$ cat src/rtl/potseq_pkg.sv
package potseq_pkg;

  typedef enum logic [2:0] {
    ST_IDLE,
    ST_SETUP,
    ST_LOW,
    ST_HIGH,
    ST_HOLD_ST,
    ST_HOLD_SK,
    ST_REARM
  } seq_state_t;

  // Round a nanosecond limit up to whole clock cycles, never below one.
  function automatic int unsigned ns_cyc(input int unsigned ns, input int unsigned per);
    int unsigned c;
    c = (ns + per - 1) / per;
    return (c == 0) ? 1 : c;
  endfunction

  function automatic int unsigned umax(input int unsigned a, input int unsigned b);
    return (a > b) ? a : b;
  endfunction

endpackage

$ cat src/rtl/potseq_timer.sv
module potseq_timer #(
  parameter int unsigned TW = 8
) (
  input  logic          clk,
  input  logic          rst_n,
  input  logic          load_i,
  input  logic [TW-1:0] val_i,
  output logic          zero_o
);

  logic [TW-1:0] cnt_q, cnt_d;

  always_comb begin
    cnt_d = cnt_q;
    if (load_i) begin
      cnt_d = val_i;
    end else if (cnt_q != '0) begin
      cnt_d = cnt_q - 1'b1;
    end
  end

  always_ff @(posedge clk or negedge rst_n) begin
    if (!rst_n) begin
      cnt_q <= '0;
    end else begin
      cnt_q <= cnt_d;
    end
  end

  assign zero_o = (cnt_q == '0);


  tmr_rest_chk: assert property (@(posedge clk) disable iff (!rst_n)
    (zero_o && !load_i) |=> zero_o);

endmodule

$ cat src/rtl/potseq_steps.sv
module potseq_steps #(
  parameter int unsigned SW = 5
) (
  input  logic          clk,
  input  logic          rst_n,
  input  logic          load_i,
  input  logic [SW-1:0] val_i,
  input  logic          dec_i,
  output logic          last_o,
  output logic          empty_o
);

  logic [SW-1:0] left_q, left_d;

  always_comb begin
    left_d = left_q;
    if (load_i) begin
      left_d = val_i;
    end else if (dec_i) begin
      left_d = left_q - 1'b1;
    end
  end

  always_ff @(posedge clk or negedge rst_n) begin
    if (!rst_n) begin
      left_q <= '0;
    end else begin
      left_q <= left_d;
    end
  end

  assign last_o  = (left_q == SW'(1));
  assign empty_o = (left_q == '0);


  step_underflow_chk: assert property (@(posedge clk) disable iff (!rst_n)
    dec_i |-> !empty_o);

endmodule

$ cat src/rtl/potseq_pins.sv
module potseq_pins (
  input  logic clk,
  input  logic rst_n,
  input  logic sel_n_d,
  input  logic step_n_d,
  input  logic dir_en,
  input  logic dir_d,
  output logic sel_n_q,
  output logic step_n_q,
  output logic dir_q
);

  always_ff @(posedge clk or negedge rst_n) begin
    if (!rst_n) begin
      sel_n_q  <= 1'b1;
      step_n_q <= 1'b1;
    end else begin
      sel_n_q  <= sel_n_d;
      step_n_q <= step_n_d;
    end
  end

  always_ff @(posedge clk or negedge rst_n) begin
    if (!rst_n) begin
      dir_q <= 1'b0;
    end else if (dir_en) begin
      dir_q <= dir_d;
    end
  end

endmodule

$ cat src/rtl/pot3w_seq.sv
module pot3w_seq
  import potseq_pkg::*;
#(
  parameter int unsigned STEP_W          = 5,
  parameter int unsigned CLK_NS          = 4,
  parameter int unsigned T_SEL_SETUP_NS  = 100,
  parameter int unsigned T_DIR_SETUP_NS  = 2900,
  parameter int unsigned T_DIR_HOLD_NS   = 100,
  parameter int unsigned T_LOW_NS        = 1000,
  parameter int unsigned T_HIGH_NS       = 1000,
  parameter int unsigned T_TAIL_NS       = 1000,
  parameter int unsigned T_STORE_NS      = 20000000,
  parameter int unsigned T_SKIP_NS       = 100
) (
  input  logic              clk,
  input  logic              rst_n,
  input  logic              cmd_valid_i,
  output logic              cmd_ready_o,
  input  logic              cmd_up_i,
  input  logic [STEP_W-1:0] cmd_steps_i,
  input  logic              cmd_store_i,
  output logic              done_o,
  output logic              pot_sel_n_o,
  output logic              pot_dir_o,
  output logic              pot_step_n_o
);

  localparam int unsigned C_LOW     = ns_cyc(T_LOW_NS, CLK_NS);
  localparam int unsigned C_HIGH    = ns_cyc(T_HIGH_NS, CLK_NS);
  localparam int unsigned C_TAIL    = ns_cyc(T_TAIL_NS, CLK_NS);
  localparam int unsigned C_SETUP   = umax(umax(ns_cyc(T_SEL_SETUP_NS, CLK_NS),
                                                ns_cyc(T_DIR_SETUP_NS, CLK_NS)), C_HIGH);
  localparam int unsigned C_TAIL_HI = umax(C_HIGH, C_TAIL);
  localparam int unsigned C_TAIL_LO = umax(C_LOW, C_TAIL);
  localparam int unsigned C_STORE   = ns_cyc(T_STORE_NS, CLK_NS);
  localparam int unsigned C_SKIP    = ns_cyc(T_SKIP_NS, CLK_NS);
  localparam int unsigned C_REARM   = ns_cyc(T_DIR_HOLD_NS, CLK_NS);
  localparam int unsigned C_MAX     = umax(umax(umax(C_SETUP, C_TAIL_HI), umax(C_TAIL_LO, C_STORE)),
                                           umax(C_SKIP, C_REARM));
  localparam int unsigned TW        = $clog2(C_MAX + 1);

  localparam logic [TW-1:0] LD_SETUP   = TW'(C_SETUP - 1);
  localparam logic [TW-1:0] LD_LOW     = TW'(C_LOW - 1);
  localparam logic [TW-1:0] LD_HIGH    = TW'(C_HIGH - 1);
  localparam logic [TW-1:0] LD_TAIL_HI = TW'(C_TAIL_HI - 1);
  localparam logic [TW-1:0] LD_TAIL_LO = TW'(C_TAIL_LO - 1);
  localparam logic [TW-1:0] LD_STORE   = TW'(C_STORE - 1);
  localparam logic [TW-1:0] LD_SKIP    = TW'(C_SKIP - 1);
  localparam logic [TW-1:0] LD_REARM   = TW'(C_REARM - 1);

  seq_state_t    st_q, st_d;
  logic          tmr_load, tmr_zero;
  logic [TW-1:0] tmr_val;
  logic          stp_load, stp_dec, stp_last, stp_empty;
  logic          store_q, store_d;
  logic          sel_d, inc_d, dir_en;
  logic          done_d, done_q;
  logic          accept;

  assign accept = (st_q == ST_IDLE) && cmd_valid_i;

  // Next-state and pin-level decisions.
  always_comb begin
    st_d     = st_q;
    tmr_load = 1'b0;
    tmr_val  = '0;
    stp_load = 1'b0;
    stp_dec  = 1'b0;
    sel_d    = pot_sel_n_o;
    inc_d    = pot_step_n_o;
    dir_en   = 1'b0;
    done_d   = 1'b0;
    store_d  = store_q;
    case (st_q)
      ST_IDLE: begin
        if (cmd_valid_i) begin
          stp_load = 1'b1;
          dir_en   = 1'b1;
          store_d  = cmd_store_i;
          tmr_load = 1'b1;
          if ((cmd_steps_i != '0) || cmd_store_i) begin
            st_d    = ST_SETUP;
            tmr_val = LD_SETUP;
            sel_d   = 1'b0;
            inc_d   = 1'b1;
          end else begin
            st_d    = ST_REARM;
            tmr_val = LD_REARM;
          end
        end
      end
      ST_SETUP, ST_HIGH: begin
        if (tmr_zero) begin
          tmr_load = 1'b1;
          if (stp_empty) begin
            st_d    = ST_HOLD_ST;
            tmr_val = LD_STORE;
            sel_d   = 1'b1;
          end else begin
            st_d    = ST_LOW;
            inc_d   = 1'b0;
            tmr_val = (stp_last && !store_q) ? LD_TAIL_LO : LD_LOW;
          end
        end
      end
      ST_LOW: begin
        if (tmr_zero) begin
          tmr_load = 1'b1;
          stp_dec  = 1'b1;
          if (stp_last && !store_q) begin
            st_d    = ST_HOLD_SK;
            tmr_val = LD_SKIP;
            sel_d   = 1'b1;
          end else begin
            st_d    = ST_HIGH;
            inc_d   = 1'b1;
            tmr_val = stp_last ? LD_TAIL_HI : LD_HIGH;
          end
        end
      end
      ST_HOLD_SK: begin
        if (tmr_zero) begin
          st_d     = ST_REARM;
          tmr_load = 1'b1;
          tmr_val  = LD_REARM;
          inc_d    = 1'b1;
        end
      end
      ST_HOLD_ST, ST_REARM: begin
        if (tmr_zero) begin
          st_d   = ST_IDLE;
          done_d = 1'b1;
        end
      end
      default: begin
        st_d  = ST_IDLE;
        sel_d = 1'b1;
        inc_d = 1'b1;
      end
    endcase
  end

  always_ff @(posedge clk or negedge rst_n) begin
    if (!rst_n) begin
      st_q    <= ST_IDLE;
      done_q  <= 1'b0;
      store_q <= 1'b0;
    end else begin
      st_q    <= st_d;
      done_q  <= done_d;
      store_q <= store_d;
    end
  end

  potseq_timer #(.TW(TW)) u_timer (
    .clk    (clk),
    .rst_n  (rst_n),
    .load_i (tmr_load),
    .val_i  (tmr_val),
    .zero_o (tmr_zero)
  );

  potseq_steps #(.SW(STEP_W)) u_steps (
    .clk     (clk),
    .rst_n   (rst_n),
    .load_i  (stp_load),
    .val_i   (cmd_steps_i),
    .dec_i   (stp_dec),
    .last_o  (stp_last),
    .empty_o (stp_empty)
  );

  potseq_pins u_pins (
    .clk      (clk),
    .rst_n    (rst_n),
    .sel_n_d  (sel_d),
    .step_n_d (inc_d),
    .dir_en   (dir_en),
    .dir_d    (cmd_up_i),
    .sel_n_q  (pot_sel_n_o),
    .step_n_q (pot_step_n_o),
    .dir_q    (pot_dir_o)
  );

  assign cmd_ready_o = (st_q == ST_IDLE);
  assign done_o      = done_q;


  idle_pins_chk: assert property (@(posedge clk) disable iff (!rst_n)
    cmd_ready_o |-> (pot_sel_n_o && pot_step_n_o));


  busy_ready_chk: assert property (@(posedge clk) disable iff (!rst_n)
    accept |=> !cmd_ready_o);


  step_sel_chk: assert property (@(posedge clk) disable iff (!rst_n)
    $fell(pot_step_n_o) |-> !pot_sel_n_o);


  dir_hold_chk: assert property (@(posedge clk) disable iff (!rst_n)
    (!pot_sel_n_o && $past(!pot_sel_n_o)) |-> $stable(pot_dir_o));


  store_rel_chk: assert property (@(posedge clk) disable iff (!rst_n)
    ($rose(pot_sel_n_o) && store_q) |-> pot_step_n_o);


  skip_rel_chk: assert property (@(posedge clk) disable iff (!rst_n)
    ($rose(pot_sel_n_o) && !store_q) |-> !pot_step_n_o);


  done_pulse_chk: assert property (@(posedge clk) disable iff (!rst_n)
    done_o |=> !done_o);

endmodule

$ cat config.mk
export PLATFORM = sky130hd
export DESIGN_NAME = pot3w_seq
export DESIGN_NICKNAME = d
export VERILOG_FILES = /design/src/rtl/potseq_pkg.sv /design/src/rtl/potseq_timer.sv /design/src/rtl/potseq_steps.sv /design/src/rtl/potseq_pins.sv /design/src/rtl/pot3w_seq.sv
export SDC_FILE = /design/constraint.sdc
export NUM_CORES = 1
export LEC_CHECK = 0
export ABC_AREA = 0
export CELL_PAD_IN_SITES_DETAIL_PLACEMENT = 1
export CELL_PAD_IN_SITES_GLOBAL_PLACEMENT = 1
export CORE_ASPECT_RATIO = 0.8
export CORE_UTILIZATION = 46
export DETAILED_ROUTE_END_ITERATION = 12
export MAX_ROUTING_LAYER = met4
export PLACE_DENSITY_LB_ADDON = 0.12
export SYNTH_ARGS = -nofsm -noshare
export SYNTH_HDL_FRONTEND = slang
export SYNTH_SLANG_ARGS = --single-unit
$ cat constraint.sdc
create_clock -name clk -period 2.86 [get_ports clk]
set_input_delay 0.715 -clock clk [delete_from_list [all_inputs] [get_ports clk]]
set_output_delay 0.715 -clock clk [all_outputs]
set_load 0.005 [all_outputs]
==> results of run 1 <==
## final cells by class
| cell class | instances | area [um^2] | area share, % |
|---|---|---|---|
| flip-flops and latches | 36 | 903 | 34.5 |
| multi-input cells | 190 | 1280 | 48.9 |
| inverters | 9 | 33.8 | 1.29 |
| clock buffers | 8 | 100 | 3.82 |
| well taps | 60 | 75.1 | 2.87 |
| repair buffers | 26 | 225 | 8.60 |
## flip-flops by register name, summed over array words and instances, names as in the netlist
| name | count |
|---|---|
| done_o | 1 |
| u_timer.cnt_q | 23 |
| u_pins.dir_q | 1 |
| u_pins.step_n_q | 1 |
| st_q | 3 |
| store_q | 1 |
| u_pins.sel_n_q | 1 |
| u_steps.left_q | 5 |
## kinds of logic (layout without fill, tap and decap cells)
logic type,count (synthesis),after routing,share of synthesized area (%)
fa+ha+maj,5,5,2.70
simple gates,101,101,24.8
xor+xnor,19,19,7.17
mux,4,4,1.89
flops,36,36,38.9
compound gates,61,61,18.7
buf+inv,27,43,5.88
## worst paths after layout
path / from / endpoint / slack, ps / cells after the start
max in group asynchronous: rst_n / u_pins.dir_q / 1850 / 1
min: rst_n / done_o / 500 / 1
min in group clk: store_q / store_q / 510 / 1
max: u_timer.cnt_q[11] / u_timer.cnt_q[13] / 310 / 5
min reg2reg: store_q / store_q / 510 / 1
max reg2reg: u_timer.cnt_q[11] / u_timer.cnt_q[13] / 310 / 5
## synthesized netlist by cell type (all sizes together) (3+ instances only)
cell and instances:
and3 4, a311oi 3, o21ai 3, inv 9, a21oi 18, or3 5, xnor2 12, nand4 6
nand2 10, or4 7, o31ai 8, buf 9, xor2 7, a31oi 7, nor4 6, nor2 22
mux2 3, clkbuf 9, or2 4, dfrtp 34, nor3 13, nand3 10, ha 5
## placed cells by master, fill, tap and decap left out, types with 8 or more instances in the layout
cell type	instances
nand2_1	9
nor3_1	13
clkdlybuf4s50_1	13
o31ai_1	8
dfrtp_1	34
buf_4	12
a21oi_1	18
nor2_1	22
inv_1	9
nand3_1	10
xnor2_1	12
## per-stage QoR
step / power, mW / hold WS [ps] / cell area (um^2) / cells / utilization (%)
3_3_place_gp: 1.40 / 483 / 2520 / 321 / 53.5
6_report: 1.84 / 502 / 2620 / 329 / 55.6
5_1_grt: 1.96 / 528 / 2620 / 329 / 55.6
4_1_cts: 1.84 / 514 / 2620 / 329 / 55.6
2_1_floorplan: 1.22 / 419 / 2320 / 253 / -
3_5_place_dp: 1.42 / 499 / 2520 / 321 / 53.5
## metal layers
layer,GRT usage (%),part of all wire (%),up-vias
met3,5.42,4.4,5
met1,39.2,51,1018
met2,39.4,44,51
met5,-,0,-
li1,-,-,978
met4,6.25,0.79,0
## worst max-delay path, cell delays in order, from the launching register on
cell and delay (ps):
dfrtp_1 430, nor4_1 620, and4bb_1 450, and3_1 620
or2_2 230, a21oi_1 60
## power groups by stage
| stage | clock network (mW) | logic [mW] | registers [mW] |
|---|---|---|---|
| after floorplan | 0 | 0.478 | 0.746 |
| after global placement | 0 | 0.625 | 0.778 |
| after detailed placement | 0 | 0.641 | 0.784 |
| after CTS | 0.410 | 0.655 | 0.777 |
| after global routing | 0.432 | 0.728 | 0.799 |
| final | 0.401 | 0.659 | 0.780 |
==> metrics.md, run 1 <==
| Metric | Value |
|---|---|
| Worst setup SP type | register |
| Die X-Extent | 81.4 um |
| PwrDens | 702 mW/mm^2 |
| P_leak | 1.09 nW |
| Via-to-Cell Ratio | 6.24 |
| Clk sink count | 36 |
| Max-slew violations | 0 |
| Switch Pwr | 0.675 mW |
| Initial detailed-routing violation count | 143 |
| Slew HR | 47.1% |
| Post-CTS Hold Buffers | 0 |
| # setup viols final | 0 |
| Initial antenna violation count | 0 |
| PortBufs | 14 |
| Highest clock rate | 391 MHz |
| Clock network fraction of total power | 21.8% |
| Gr ovfl total | 0 |
| CTS max path bufs | 2 |
| Setup Buffers After CTS | 0 |
| Via count | 2052 |
| Post-Synthesis Cell Area | 0.00232 mm^2 |
| FP Rows | 22 |
| Top_reg_cell synth | dfrtp_1 |
| CTS tree | built |
| H-tree depth | 2 |
| GRT Total Usage | 27.3% |
| Crit end category | register |
| Slew @ Worst Pin | 794 ps |
| 1st-pass router iterations | 4 |
| Post-detail-place hpwl | 4370 um |
| Clk_skew | 12.2 ps |
| Vias in the first global route | 2069 |
| Avg WL per Cell | 18.9 um |
| Hold WC Path Type | primary input to asynchronous set/reset pin |
| Sw Share | 36.7% |
| Synthesized area per cell | 9.17 um^2 |
| Tcrit/Tclk final | 89.3% |
| Layout cell share with drive strength beyond 1 | 13.0% |
| WS Path Type | register to register |
| Post-synth top area share | 36.7% |
| Max Cap Viol | 0 |
| Sequential group share of total power | 42.4% |
| Comb power frac | 35.8% |
| Post-CTS resize count | 0 |
| Crit Path Max Fanout | 17 |
| Dpl ws | 149 ps |
| Seq cells post-synth | 36 |
| Post-Syn Instances | 253 |
| Root buffer cell | clkbuf_8 |
| Chip Height | 65.5 um |
| Final Hold Fails | 0 |
| Gpl congestion | 1.02 |
| Synth area leader | dfrtp_1 |
| RSZ-0062 raised after global routing | false |
| Die ar. | 0.00534 mm^2 |
| Final min period | 2550 ps |
| Final worst-path setup slack | 305 ps |
| Unique cell type count in the Yosys netlist | 59 |
| Status | completed |
| Max IR drop VDD | 0.484 mV |
| Fill cells | 548 |
| Total CTS buffers | 5 |
| Antenna-violating nets left | 0 |
| Routed WL | 6230 um |
| Final setup TNS | 0 ps |
| I/O Pins | 15 |
| Post-synthesis sequential area ratio | 38.9% |
| Internal | 1.16 mW |
| Area Overhead vs Synth | 12.8% |
| Initial Util | 49.3% |
| Post-synth ARST share | 100% |
| Syn Nets | 268 |
| Layout Nets | 283 |
| Number of synthesized flops with an enable pin | 0 |
| Diode count | 0 |
| YS warnings | 0 |
| Core area | 0.00471 mm^2 |
| Clock transition at the registers of the reported paths | 80 ps |
| Largest net degree at the start of global routing | 37 |
| First-pass GRT wire length | 10600 um |
| CP required | 3020 ps |
| CP arrival | 2720 ps |
| DRC viols | 0 |
| Later-pin clock latency in the skew report | 290 ps |
| Synth area leaders | dfrtp_1 37%, xnor2_1 4.5%, a21oi_1 3.9% |
Power figures use the tool's default switching activity.
==> inputs of run 2 (changes only) <==
HOLD_SLACK_MARGIN = 0.03   (was not set)
==> results of run 2 <==
Final layout, timing and power as in run 1 (identical DEF).
==> inputs of run 3 (changes only) <==
CELL_PAD_IN_SITES_DETAIL_PLACEMENT = not set   (was 1)
CELL_PAD_IN_SITES_GLOBAL_PLACEMENT = not set   (was 1)
CORE_UTILIZATION = 50   (was 46)
SKIP_CTS_REPAIR_TIMING = 1   (was not set)
==> run 3 against run 2 <==
Net effect: utilization up 4.5 points; global-route usage fell by 3.0 points; clock-buffer cell count shrank 2; sequential power fell by 0.6%; critical endpoint is now u_timer.cnt_q[0]; largest power group unchanged; highest routed layer unchanged.
==> metrics.md, run 3 (synthesis gave the netlist of run 1 again) <==
| Metric | Value |
|---|---|
| Status | completed |
| 1st-pass router iterations | 4 |
| Root buffer cell | clkbuf_8 |
| Total CTS buffers | 5 |
| RSZ-0062 raised after global routing | false |
| Final Util | 60.2% |
| Clock network fraction of total power | 21.0% |
| CP max-delay cell | or4_1 |
| CTS max path bufs | 2 |
| Gpl congestion | 0.906 |
| Area after DPL | 0.00250 mm^2 |
| Diode count | 0 |
| # setup viols final | 0 |
| Final instance area | 0.00259 mm^2 |
| Largest net degree at the start of global routing | 37 |
| CP arrival | 2800 ps |
| Dpl ws | 165 ps |
| P_leak | 1.08 nW |
| Via count | 1983 |
| Commonest non-fill, non-tap cells in the layout | 34 x dfrtp_1, 22 x nor2_1, 18 x a21oi_1 |
| Area Overhead vs Synth | 11.7% |
| Internal | 1.13 mW |
| Later-pin clock latency in the skew report | 290 ps |
| CP required | 3060 ps |
| Gr ovfl total | 0 |
| Hold WC Path Type | primary input to asynchronous set/reset pin |
| Initial antenna violation count | 0 |
| Final min period | 2600 ps |
| Crit Path Max Fanout | 13 |
| Clk sink count | 36 |
| CTS tree | built |
| Most common cell after layout, fill and taps aside | dfrtp_1 |
| Comb power frac | 35.3% |
| Avg WL per Cell | 16.3 um |
| Crit end category | register |
| Clock transition at the registers of the reported paths | 70 ps |
| FP Rows | 21 |
| I/O Pins | 15 |
| Clk_skew | 6.86 ps |
| Slew @ Worst Pin | 788 ps |
| Slowest stage delay, CP | 550 ps |
| Total power | 1.78 mW |
| Regs by FF count | u_timer.cnt_q: 23 flops, u_steps.left_q: 5 flops, st_q: 3 flops |
| Post-detail-place hpwl | 3760 um |
| Via-to-Cell Ratio | 6.12 |
| PwrDens | 685 mW/mm^2 |
| PortBufs | 14 |
| Max IR drop VDD | 0.431 mV |
| Max Cap Viol | 0 |
| Max-slew violations | 0 |
| Highest clock rate | 385 MHz |
| First-pass GRT wire length | 8980 um |
| Vias in the first global route | 1852 |
| Final setup TNS | 0 ps |
| Sequential group share of total power | 43.6% |
| Sw Share | 36.3% |
| DRC viols | 0 |
| Antenna-violating nets left | 0 |
| H-tree depth | 2 |
| Most flop-heavy register | u_timer.cnt_q |
| Routed WL | 5270 um |
| Slew HR | 47.4% |
| Initial Util | 53.9% |
| Chip Height | 62.9 um |
| Worst setup SP type | register |
| Die X-Extent | 78.2 um |
| Largest register FFs | 23 |
| Layout Nets | 281 |
| CP cell instances | or4_1, and4bb_1, o2111ai_1, nand2_1, a2bb2oi_1 |
| Final Hold Fails | 0 |
| GRT Total Usage | 24.3% |
| Final worst-path setup slack | 263 ps |
| Tcrit/Tclk final | 90.8% |
| Initial detailed-routing violation count | 215 |
| Die ar. | 0.00492 mm^2 |
| WS Path Type | register to register |
| Layout cell share with drive strength beyond 1 | 12.7% |
| Core area | 0.00431 mm^2 |
| Switch Pwr | 0.644 mW |
-- run 3: cell types whose count changed in the layout (fill, tap and decap cells not counted), sizes merged --
cell / change
buf: -2
clkinv: +2
clkbuf: -2
-- run 3: metrics by stage --
| step | hold WS (ps) | cells |
|---|---|---|
| 3_3_place_gp | 481 | 316 |
| 6_report | 499 | 324 |
| 5_1_grt | 528 | 324 |
| 3_5_place_dp | 486 | 316 |
| 2_1_floorplan | 419 | 253 |
| 4_1_cts | 498 | 324 |
-- run 3: per-layer routing --
layer  track usage (%)  vias to the layer above  share of wire [%]  routed length, um
met5                 -                        -                  0                  0
met4              8.56                        0                1.4                 76
met3              5.40                       10                5.7                298
met2              32.9                       64                 41               2160
met1              35.4                      936                 52               2740
li1                  -                      973                  -                  -
-- run 3: area by class of cell --
class,instances,area [um^2]
Timing Repair Buffer,24,210
Multi-Input combinational cell,190,1280
Clock inverter,2,10.0
Clock buffer,6,82.6
Sequential cell,36,903
Inverter,9,33.8
Fill cell,385,1720
Tap cell,57,71.3
-- run 3: critical path: cells and delay by family (launching register included) --
family,cells,cell delay [ps]
and+or+nand+nor,3,1490
AOI/OAI and AO/OA,2,590
DFF,1,410
-- run 3: final timing paths --
| check | from | end | slack (ps) | cells after the start |
|---|---|---|---|---|
| min in group clk | store_q | store_q | 500 | 1 |
| setup reg to reg | u_timer.cnt_q[19] | u_timer.cnt_q[0] | 260 | 5 |
| hold reg to reg | store_q | store_q | 500 | 1 |
| hold / removal | rst_n | done_o | 500 | 1 |
| setup / recovery | u_timer.cnt_q[19] | u_timer.cnt_q[0] | 260 | 5 |
| max in group asynchronous | rst_n | u_steps.left_q[4] | 1850 | 1 |
-- run 3: power by group through the flow --
stage,Clock (mW),Sequential (mW),Combinational (mW)
floorplan,0,0.746,0.478
global placement,0,0.774,0.611
detailed placement,0,0.778,0.620
CTS,0.386,0.771,0.622
global route,0.410,0.789,0.702
finish,0.373,0.775,0.628
